### src/rtl/jchase_pkg.sv
`timescale 1ns/1ps
package jchase_pkg;

    // One stimulus bundle for one counter
    typedef struct packed {
        logic ck;   // count clock
        logic jmp;  // load destination value
        logic top;  // force top bit high
    } stim_t;

    localparam stim_t STIM_IDLE = '0;

    function automatic logic stim_any(input stim_t s);
        return s.ck | s.jmp | s.top;
    endfunction

endpackage

### src/rtl/jchase_lead.sv
`timescale 1ns/1ps
module jchase_lead
    import jchase_pkg::*;
#(
    parameter int W       = 5,
    parameter int JA_FROM = 3,
    parameter int JA_TO   = 6,
    parameter int JB_FROM = 20,
    parameter int JB_TO   = 25
) (
    input  logic         clk,
    input  logic         rst,
    input  logic [W-1:0] val,
    input  logic         all_eq,
    input  logic         chain_idle,
    input  logic         halted,
    input  logic         step_mode,
    input  logic         step,
    output stim_t        lead,
    output logic         bad_seq
);

    localparam logic [W-1:0] A_F  = W'(JA_FROM);
    localparam logic [W-1:0] A_T  = W'(JA_TO);
    localparam logic [W-1:0] B_F  = W'(JB_FROM);
    localparam logic [W-1:0] B_T  = W'(JB_TO);
    localparam logic [W-1:0] MSB  = {1'b1, {(W-1){1'b0}}};

    function automatic stim_t pick(input logic [W-1:0] v);
        stim_t s;
        s = STIM_IDLE;
        if (v == A_F || v == B_F) begin
            s.jmp = 1'b1;
        end else if (&v) begin
            s.ck  = 1'b1;
            s.top = 1'b1;
        end else begin
            s.ck  = 1'b1;
        end
        return s;
    endfunction

    function automatic logic [W-1:0] successor(input logic [W-1:0] v);
        if (v == A_F)      return A_T;
        else if (v == B_F) return B_T;
        else if (&v)       return MSB;
        else               return v + 1'b1;
    endfunction

    logic [W-1:0] expect_q;
    logic [W-1:0] launch_q;
    logic         active;
    logic         launch;

    assign active  = stim_any(lead);
    assign launch  = !active && chain_idle && all_eq && !halted
                     && (!step_mode || step);
    assign bad_seq = active && (val != expect_q) && (val != launch_q);

    always_ff @(posedge clk) begin
        if (rst) begin
            lead     <= STIM_IDLE;
            expect_q <= '0;
            launch_q <= '0;
        end else if (launch) begin
            lead     <= pick(val);
            expect_q <= successor(val);
            launch_q <= val;
        end else if (active && val == expect_q) begin
            lead     <= STIM_IDLE;
        end
    end

    AST_LAUNCH_GATED: assert property (@(posedge clk) disable iff (rst)
        $rose(stim_any(lead)) |-> $past(all_eq && chain_idle && !halted));
    AST_STEP_GATED: assert property (@(posedge clk) disable iff (rst)
        ($rose(stim_any(lead)) && $past(step_mode)) |-> $past(step));
    AST_KIND_EXCL: assert property (@(posedge clk) disable iff (rst)
        !(lead.jmp && (lead.ck || lead.top)));
    AST_LEAD_DROP: assert property (@(posedge clk) disable iff (rst)
        (active && val == expect_q) |=> !stim_any(lead));

endmodule

### src/rtl/jchase_stage.sv
`timescale 1ns/1ps
module jchase_stage
    import jchase_pkg::*;
#(
    parameter int W = 5
) (
    input  logic         clk,
    input  logic         rst,
    input  stim_t        prev_ctl,
    input  logic [W-1:0] val_prev,
    input  logic [W-1:0] val_cur,
    output stim_t        ctl
);

    logic same;
    assign same = (val_cur == val_prev);

    always_ff @(posedge clk) begin
        if (rst) begin
            ctl <= STIM_IDLE;
        end else if (same) begin
            ctl <= STIM_IDLE;
        end else if (!stim_any(ctl) && stim_any(prev_ctl)) begin
            ctl <= prev_ctl;
        end
    end

    AST_CHASE_COPY: assert property (@(posedge clk) disable iff (rst)
        $rose(stim_any(ctl)) |-> $past(stim_any(prev_ctl)));
    AST_CHASE_CLEAR: assert property (@(posedge clk) disable iff (rst)
        same |=> !stim_any(ctl));

endmodule

### src/rtl/jchase_timer.sv
`timescale 1ns/1ps
module jchase_timer #(
    parameter int LIMIT = 32
) (
    input  logic clk,
    input  logic rst,
    input  logic busy,
    output logic expired
);

    localparam int CW = $clog2(LIMIT + 1);

    logic [CW-1:0] cnt;

    assign expired = busy && (cnt == CW'(LIMIT - 1));

    always_ff @(posedge clk) begin
        if (rst || !busy) begin
            cnt <= '0;
        end else if (!expired) begin
            cnt <= cnt + 1'b1;
        end
    end

    AST_TMO_CLEAR: assert property (@(posedge clk) disable iff (rst)
        !busy |=> (cnt == '0));

endmodule

### src/rtl/jchase_ctrl.sv
`timescale 1ns/1ps
module jchase_ctrl
    import jchase_pkg::*;
#(
    parameter int N_CNT   = 4,
    parameter int W       = 5,
    parameter int JA_FROM = 3,
    parameter int JA_TO   = 6,
    parameter int JB_FROM = 20,
    parameter int JB_TO   = 25,
    parameter int TMO     = 32
) (
    input  logic               clk,
    input  logic               rst,
    input  logic               step_mode,
    input  logic               step,
    input  logic [N_CNT*W-1:0] cnt_vals,
    output logic [N_CNT-1:0]   ck_o,
    output logic [N_CNT-1:0]   jmp_o,
    output logic [N_CNT-1:0]   top_o,
    output logic               all_eq,
    output logic               halted
);

    logic [W-1:0]     vals [N_CNT];
    logic [N_CNT-1:0] eq_bits;
    stim_t            st   [N_CNT];
    logic             chain_idle;
    logic             busy;
    logic             bad_seq;
    logic             expired;

    for (genvar i = 0; i < N_CNT; i++) begin : g_val
        assign vals[i]    = cnt_vals[i*W +: W];
        assign eq_bits[i] = (vals[i] == vals[0]);
        assign ck_o[i]    = st[i].ck;
        assign jmp_o[i]   = st[i].jmp;
        assign top_o[i]   = st[i].top;
    end

    assign all_eq = &eq_bits;

    always_comb begin
        chain_idle = 1'b1;
        for (int i = 1; i < N_CNT; i++) begin
            if (stim_any(st[i])) chain_idle = 1'b0;
        end
    end

    assign busy = stim_any(st[0]) || !chain_idle || !all_eq;

    jchase_lead #(
        .W(W), .JA_FROM(JA_FROM), .JA_TO(JA_TO),
        .JB_FROM(JB_FROM), .JB_TO(JB_TO)
    ) i_lead (
        .clk(clk), .rst(rst), .val(vals[0]), .all_eq(all_eq),
        .chain_idle(chain_idle), .halted(halted),
        .step_mode(step_mode), .step(step),
        .lead(st[0]), .bad_seq(bad_seq)
    );

    for (genvar i = 1; i < N_CNT; i++) begin : g_stage
        jchase_stage #(.W(W)) i_stage (
            .clk(clk), .rst(rst), .prev_ctl(st[i-1]),
            .val_prev(vals[i-1]), .val_cur(vals[i]), .ctl(st[i])
        );
    end

    jchase_timer #(.LIMIT(TMO)) i_timer (
        .clk(clk), .rst(rst), .busy(busy), .expired(expired)
    );

    always_ff @(posedge clk) begin
        if (rst) begin
            halted <= 1'b0;
        end else if (bad_seq || expired) begin
            halted <= 1'b1;
        end
    end

    AST_HALT_STICKY: assert property (@(posedge clk) disable iff (rst)
        halted |=> halted);
    AST_NO_LAUNCH_HALTED: assert property (@(posedge clk) disable iff (rst)
        $rose(stim_any(st[0])) |-> !$past(halted));
    AST_SEQ_HALT: assert property (@(posedge clk) disable iff (rst)
        bad_seq |=> halted);

endmodule

### config.mk
export PLATFORM = sky130hd
export DESIGN_NAME = jchase_ctrl
export DESIGN_NICKNAME = d
export VERILOG_FILES = /design/src/rtl/jchase_pkg.sv /design/src/rtl/jchase_lead.sv /design/src/rtl/jchase_stage.sv /design/src/rtl/jchase_timer.sv /design/src/rtl/jchase_ctrl.sv
export SDC_FILE = /design/constraint.sdc
export NUM_CORES = 1
export LEC_CHECK = 0
export BUFFER_PORTS_ARGS = -buffer_cell sky130_fd_sc_hd__clkbuf_2
export CORE_ASPECT_RATIO = 1.25
export CORE_UTILIZATION = 34
export CTS_CLUSTER_SIZE = 25
export DETAILED_ROUTE_END_ITERATION = 12
export GPL_TIMING_DRIVEN = 0
export PLACE_DENSITY = 0.54
export SKIP_LAST_GASP = 1
export SLEW_MARGIN = 0
export SYNTH_ARGS = -nofsm -noshare
export SYNTH_HDL_FRONTEND = slang
export SYNTH_SLANG_ARGS = --single-unit
### constraint.sdc
create_clock -name clk -period 1.6 [get_ports clk]
set_input_delay 0.08 -clock clk [delete_from_list [all_inputs] [get_ports clk]]
set_output_delay 0.08 -clock clk [all_outputs]
set_load 0.005 [all_outputs]
# ---- Word level (Yosys, flattened, before mapping)
# Cells that the tools add are included.
dict set report classes {
  n_addsub 2
  n_bitwise 8
  eq_ne 11
  n_reduce_logical 32
  mux 12
}
# cell n
set op_table {}
lappend op_table {{5-bit equality test} 6}
lappend op_table {{5-bit two-way mux} 3}
lappend op_table {{1-bit logical AND} 11}
lappend op_table {{5-bit != test} 2}
lappend op_table {{1-bit logical NOT} 9}
lappend op_table {{1-bit OR} 8}
lappend op_table {{1-bit two-way mux} 7}
lappend op_table {{6-bit by 1-bit adder with 6-bit output (second input constant)} 1}
lappend op_table {{6-bit by 5-bit equality test with 1-bit output (second input constant)} 1}
lappend op_table {{1-bit logical OR} 6}
lappend op_table {{3-bit two-way mux} 2}
lappend op_table {{2-bit OR reduction} 3}
lappend op_table {{5-bit by 1-bit adder with 5-bit output (second input constant)} 1}
lappend op_table {{5-bit by 2-bit equality test with 1-bit output (second input constant)} 1}
lappend op_table {{5-bit equality test (second input constant)} 1}
lappend op_table {{5-bit AND reduction} 1}
lappend op_table {{3-bit AND reduction} 1}
lappend op_table {{2-bit nonzero test} 1}
dict set report totals {
  output_inout_bits 14
  in_bits 24
  register_bits 29
  elab_cells 81
}

# ---- Logic depth before layout (Yosys ltp)
dict set report logic_depth {
  word_depth 10
  ltp_mapped 8
  mapped_depth_nobuf 6
}

# ---- Modules after synthesis
# From an unflattened synthesis, not the netlist that was laid out.
dict set report hier_totals {
  cells_unflattened 199
  area_unflattened_um2 1746.7
}
# module seq_area_each_um2 area_per_inst_um2 instances cells_per_inst
set modules_own_cells {}
lappend modules_own_cells {jchase_lead 260.2 773.2 1 86}
lappend modules_own_cells {jchase_stage 60.1 168.9 3 19}
lappend modules_own_cells {jchase_timer 120.1 290.3 1 30}
lappend modules_own_cells {jchase_ctrl 20.0 176.4 1 26}

# ---- Worst setup path before layout
# OpenSTA, ideal clock, no wires.
dict set report synth_timing {
  path_kind {reg2reg}
  startpoint {register g_stage[2].i_stage.ctl[2] (netlist name)}
  endpoint {register i_lead.lead[0] (netlist name)}
  stages_incl_launch_ff 6
  t_arrival_ns 1.682
  path_slack_ns -0.183
  cell_sequence {dfxtp_1 nor4_1 nand4_1 a211oi_2 nand2_1 o41ai_1}
}
dict set report synth_via {
  elab_chain_cells 9
  elab_cells_between_ends 10
}
# element line
set synth_lines {}
lappend synth_lines {{start: declaration} jchase_stage.sv:12} ;# output stim_t ctl
lappend synth_lines {{start signal: assignment} jchase_stage.sv:24} ;# ctl <= prev_ctl;
lappend synth_lines {{1-bit OR * (2 in a row)} jchase_pkg.sv:14} ;# return s.ck | s.jmp | s.top;
lappend synth_lines {{1-bit two-way mux * (2 in a row)} jchase_ctrl.sv:46} ;# if (stim_any(st[i])) chain_idle = 1'b0;
lappend synth_lines {{1-bit logical AND * (3 in a row)} jchase_lead.sv:56} ;# assign launch = !active && chain_idle && all_eq && !halted
lappend synth_lines {{1-bit logical AND *} jchase_lead.sv:57} ;# && (!step_mode || step);
lappend synth_lines {{3-bit two-way mux or 2-bit nonzero test (tied branches)} n/a}
lappend synth_lines {{end signal: assignment} jchase_lead.sv:66} ;# lead <= pick(val);
lappend synth_lines {{end: declaration} jchase_lead.sv:19} ;# output stim_t lead,
# Every way passes the cells marked *; elsewhere a longest branch is shown, timed or not.
# A chain may end at the register's enable or synchronous reset.

# ---- Worst setup path in the final report
dict set report layout_timing {
  startpoint {register g_stage[2].i_stage.ctl[2] (netlist name)}
  endpoint {register i_lead.lead[1] (netlist name)}
}
# The elaborated chain is that of the path after synthesis.

==> results by group <==
Synthesis
  – Post-synth net total: 231
  – Yosys reg bits: 29
  – Synth unique cells: 40
  – Syn avg cell area: 8.096 µm²
  – YS warnings: 0
  – Leading area contributor after synthesis: dfxtp_1
  – Ys async rst share: 0
  – Register area share after synthesis: 0.3515
  – Ys flop type: dfxtp_1
  – Post-synth EDFFs: 0
  – Cells after synthesis: 204
  – Netlist Area Pre-Place: 1652 µm²
  – Synth top area share: 0.3515
  – Most area-consuming cells after synthesis: dfxtp_1 35%, xor2_1 9.0%, a21oi_1 7.3%

Final layout
  – NumNets Final: 285
  – Final Non-Filler Cells: 319
  – Commonest non-fill, non-tap cell in the layout: clkbuf_2
  – # diodes: 0
  – Final instance area: 2266 µm²
  – Post-route core utilization: 0.4827
  – Most frequent cells in the layout: 32 x clkbuf_2, 25 x dfxtp_1, 22 x a21oi_1, 20 x nor2_1, 17 x xor2_1
  – Layout cells sized above 1: 0.3012
  – Area Overhead vs Synth: 37.20%

Global routing
  – Pin count of the biggest net entering global routing: 11
  – Initial antenna violation count: 0
  – Global Route Usage Sum: 0.1758
  – First-pass GRT wire length: 7038 µm
  – Vias in the first global route: 1547
  – GRT overflow: 0

Clock tree
  – Worst skew pair latency: 280 ps
  – Clock Sinks: 29
  – CTS Root Cell: clkbuf_8
  – Clock buffer depth: 2
  – Number of buffers created by CTS: 5
  – Hold Buf Count CTS: 0
  – CTS tree: built
  – Clock slew at reported path FFs: approximately 70 ps
  – H-Tree Depth: 2

Floorplanning
  – Vert. Die Dim: 79.93 µm
  – Initial core utilization: 0.3518
  – Die area: 5142 µm²
  – Die X: 64.34 µm
  – # IOs: 38
  – Row Count: 28
  – Core area: 4695 µm²

Setup path
  – Crit path required time: 1820 ps
  – Worst Path Class, Setup: flip-flop to flip-flop
  – Critical Path Start Type: flip-flop
  – Endpoint class of the critical path: flip-flop
  – CP Data Arrival Time: ~1900 ps
  – Crit Path Max Fanout: 7

Job
  – MaxCap Viol Count: 0

Drt
  – DR WL/cell: roughly 13 µm
  – Post-Route WL: between 4000 and 5000 µm
  – Initial drt markers: 62
  – Vias per inst: 5.147
  – DR vias: about 1600
  – Antenna-violating nets left: 0
  – Drt pass-1 iters: 4
  – DR DRC count: 0

Placement
  – PortBufs: 35
  – Hpwl dp: 3013 µm
  – GP Congestion: 0.7602
  – DP Cell Count: 299
  – Post-Place Cell Area: 1929 µm²

Timing
  – Final Hold Viols: 0
  – Max frequency: 607.6 MHz
  – Final WS setup: -45.92 ps
  – Final period util: 1.029
  – Finish-stage setup viols: 8
  – Post-layout min period: about 1600 ps
  – Final Max Slew Viols: 0
  – RSZ-0062 raised after global routing: true
  – Max-slew headroom: 0.6715
  – Worst-Margin Slew: 492.7 ps
  – Clk_skew: between 10 and 15 ps

Power
  – Static Leak: 0.9354 nW
  – Sequential Power Share: 0.423
  – Share of total power in combinational logic: 0.130
  – Total power: 1.731 mW
  – Clock share of power: 0.448
  – PD cells: 763.8 nW/µm²
  – Int Pwr: roughly 1.3 mW
  – Switch share: 0.2307
  – Peak VDD IR: 0.4107 mV
  – Net load switching power: approximately 400 µW

Status
  – Violated checks: setup timing
  – Status: complete, but fails checks

Min path
  – Hold WC Path Type: input port to flip-flop
worst max-delay path, cell delays in order, from the launching register on:
cell and delay, ps:
dfxtp_4 340, nor4_2 260, nand4_1 140, buf_6 160
a211o_4 310, nor2_4 190, a32o_1 190
sequential cells by signal (all words and copies together), names as in the netlist:
name,flops
g_stage.i_stage.ctl,9
i_timer.cnt,6
i_lead.expect_q,5
i_lead.launch_q,5
i_lead.lead,3
halted,1
metal layers:
layer  share of wire  wire, µm  vias to the layer above  track usage
met5               0         0                        -            0
li1                -         -                      838            -
met1            0.45      1874                      766       0.1979
met4           0.014        57                        0      0.06000
met2            0.51      2127                       32       0.3232
met3           0.031       131                        6      0.03571
cell type report:
type / instances / area, µm²
Multi-Input combinational cell: 159 / 1092
Tap cell: 60 / 75.07
Clock buffer: 7 / 86.33
Inverter: 8 / 30.03
Buffer: 6 / 31.28
Timing Repair Buffer: 49 / 332.8
Fill cell: 473 / 2429
Clock inverter: 1 / 30.03
Sequential cell: 29 / 588.1
logic make-up after synthesis:
| group | Yosys count | synth area share |
|---|---|---|
| simple gates | 71 | 0.2182 |
| buf+inv | 16 | 0.04545 |
| fa+ha+maj | 3 | 0.02273 |
| xor+xnor | 26 | 0.1379 |
| flops | 29 | 0.3515 |
| mux | 1 | 0.006061 |
| compound gates | 58 | 0.2182 |
final timing paths:
path	slack (ps)	depth (start not counted)	end	start
worst min register to register	490	2	i_lead.launch_q[2]	i_lead.launch_q[2]
worst max-delay path	-50	6	i_lead.lead[1]	g_stage[2].i_stage.ctl[2]
worst max register to register	-50	6	i_lead.lead[1]	g_stage[2].i_stage.ctl[2]
worst min-delay path	200	3	i_lead.launch_q[1]	cnt_vals[1]
repair_timing:
| action | 4_1_cts | 5_1_grt |
|---|---|---|
| setup endpoints to repair | 20 | 21 |
| resized for setup | 12 | 27 |
| setup buffers | 11 | 3 |
| pin swaps | 9 | 12 |
synth_stat cells, types with 2 or more instances:
cell type and number:
dfxtp_1 29, a21oi_1 24, nor2_1 21, xor2_1 17
nand3_1 13, nor2b_1 9, nor3_1 9, o21ai_0 9
xnor2_1 9, a31oi_1 7, inv_1 7, nand2_1 6
clkbuf_1 5, or3_1 5, a211oi_1 3, ha_1 3
a22oi_1 2, a311oi_1 2, buf_6 2, o31ai_1 2
through the flow:
step,setup TNS (ps),hold slack [ps],setup slack [ps]
after floorplan,-329.3,329.5,-62.16
after global routing,-1458,243.3,-145.5
after global placement,-8789,475.7,-572.2
after detailed placement,-8687,482.6,-540.2
final,-231.1,199.8,-45.92
after CTS,-617.0,185.7,-78.55
power groups by stage:
stage | clock network, mW | registers [mW] | logic (mW)
floorplan | 0 | 0.748 | 0.129
global placement | 0 | 0.749 | 0.203
detailed placement | 0 | 0.749 | 0.202
CTS | 0.793 | 0.731 | 0.215
global route | 0.832 | 0.732 | 0.249
finish | 0.775 | 0.731 | 0.224
Note: power is estimated with default switching activity, not from simulation.
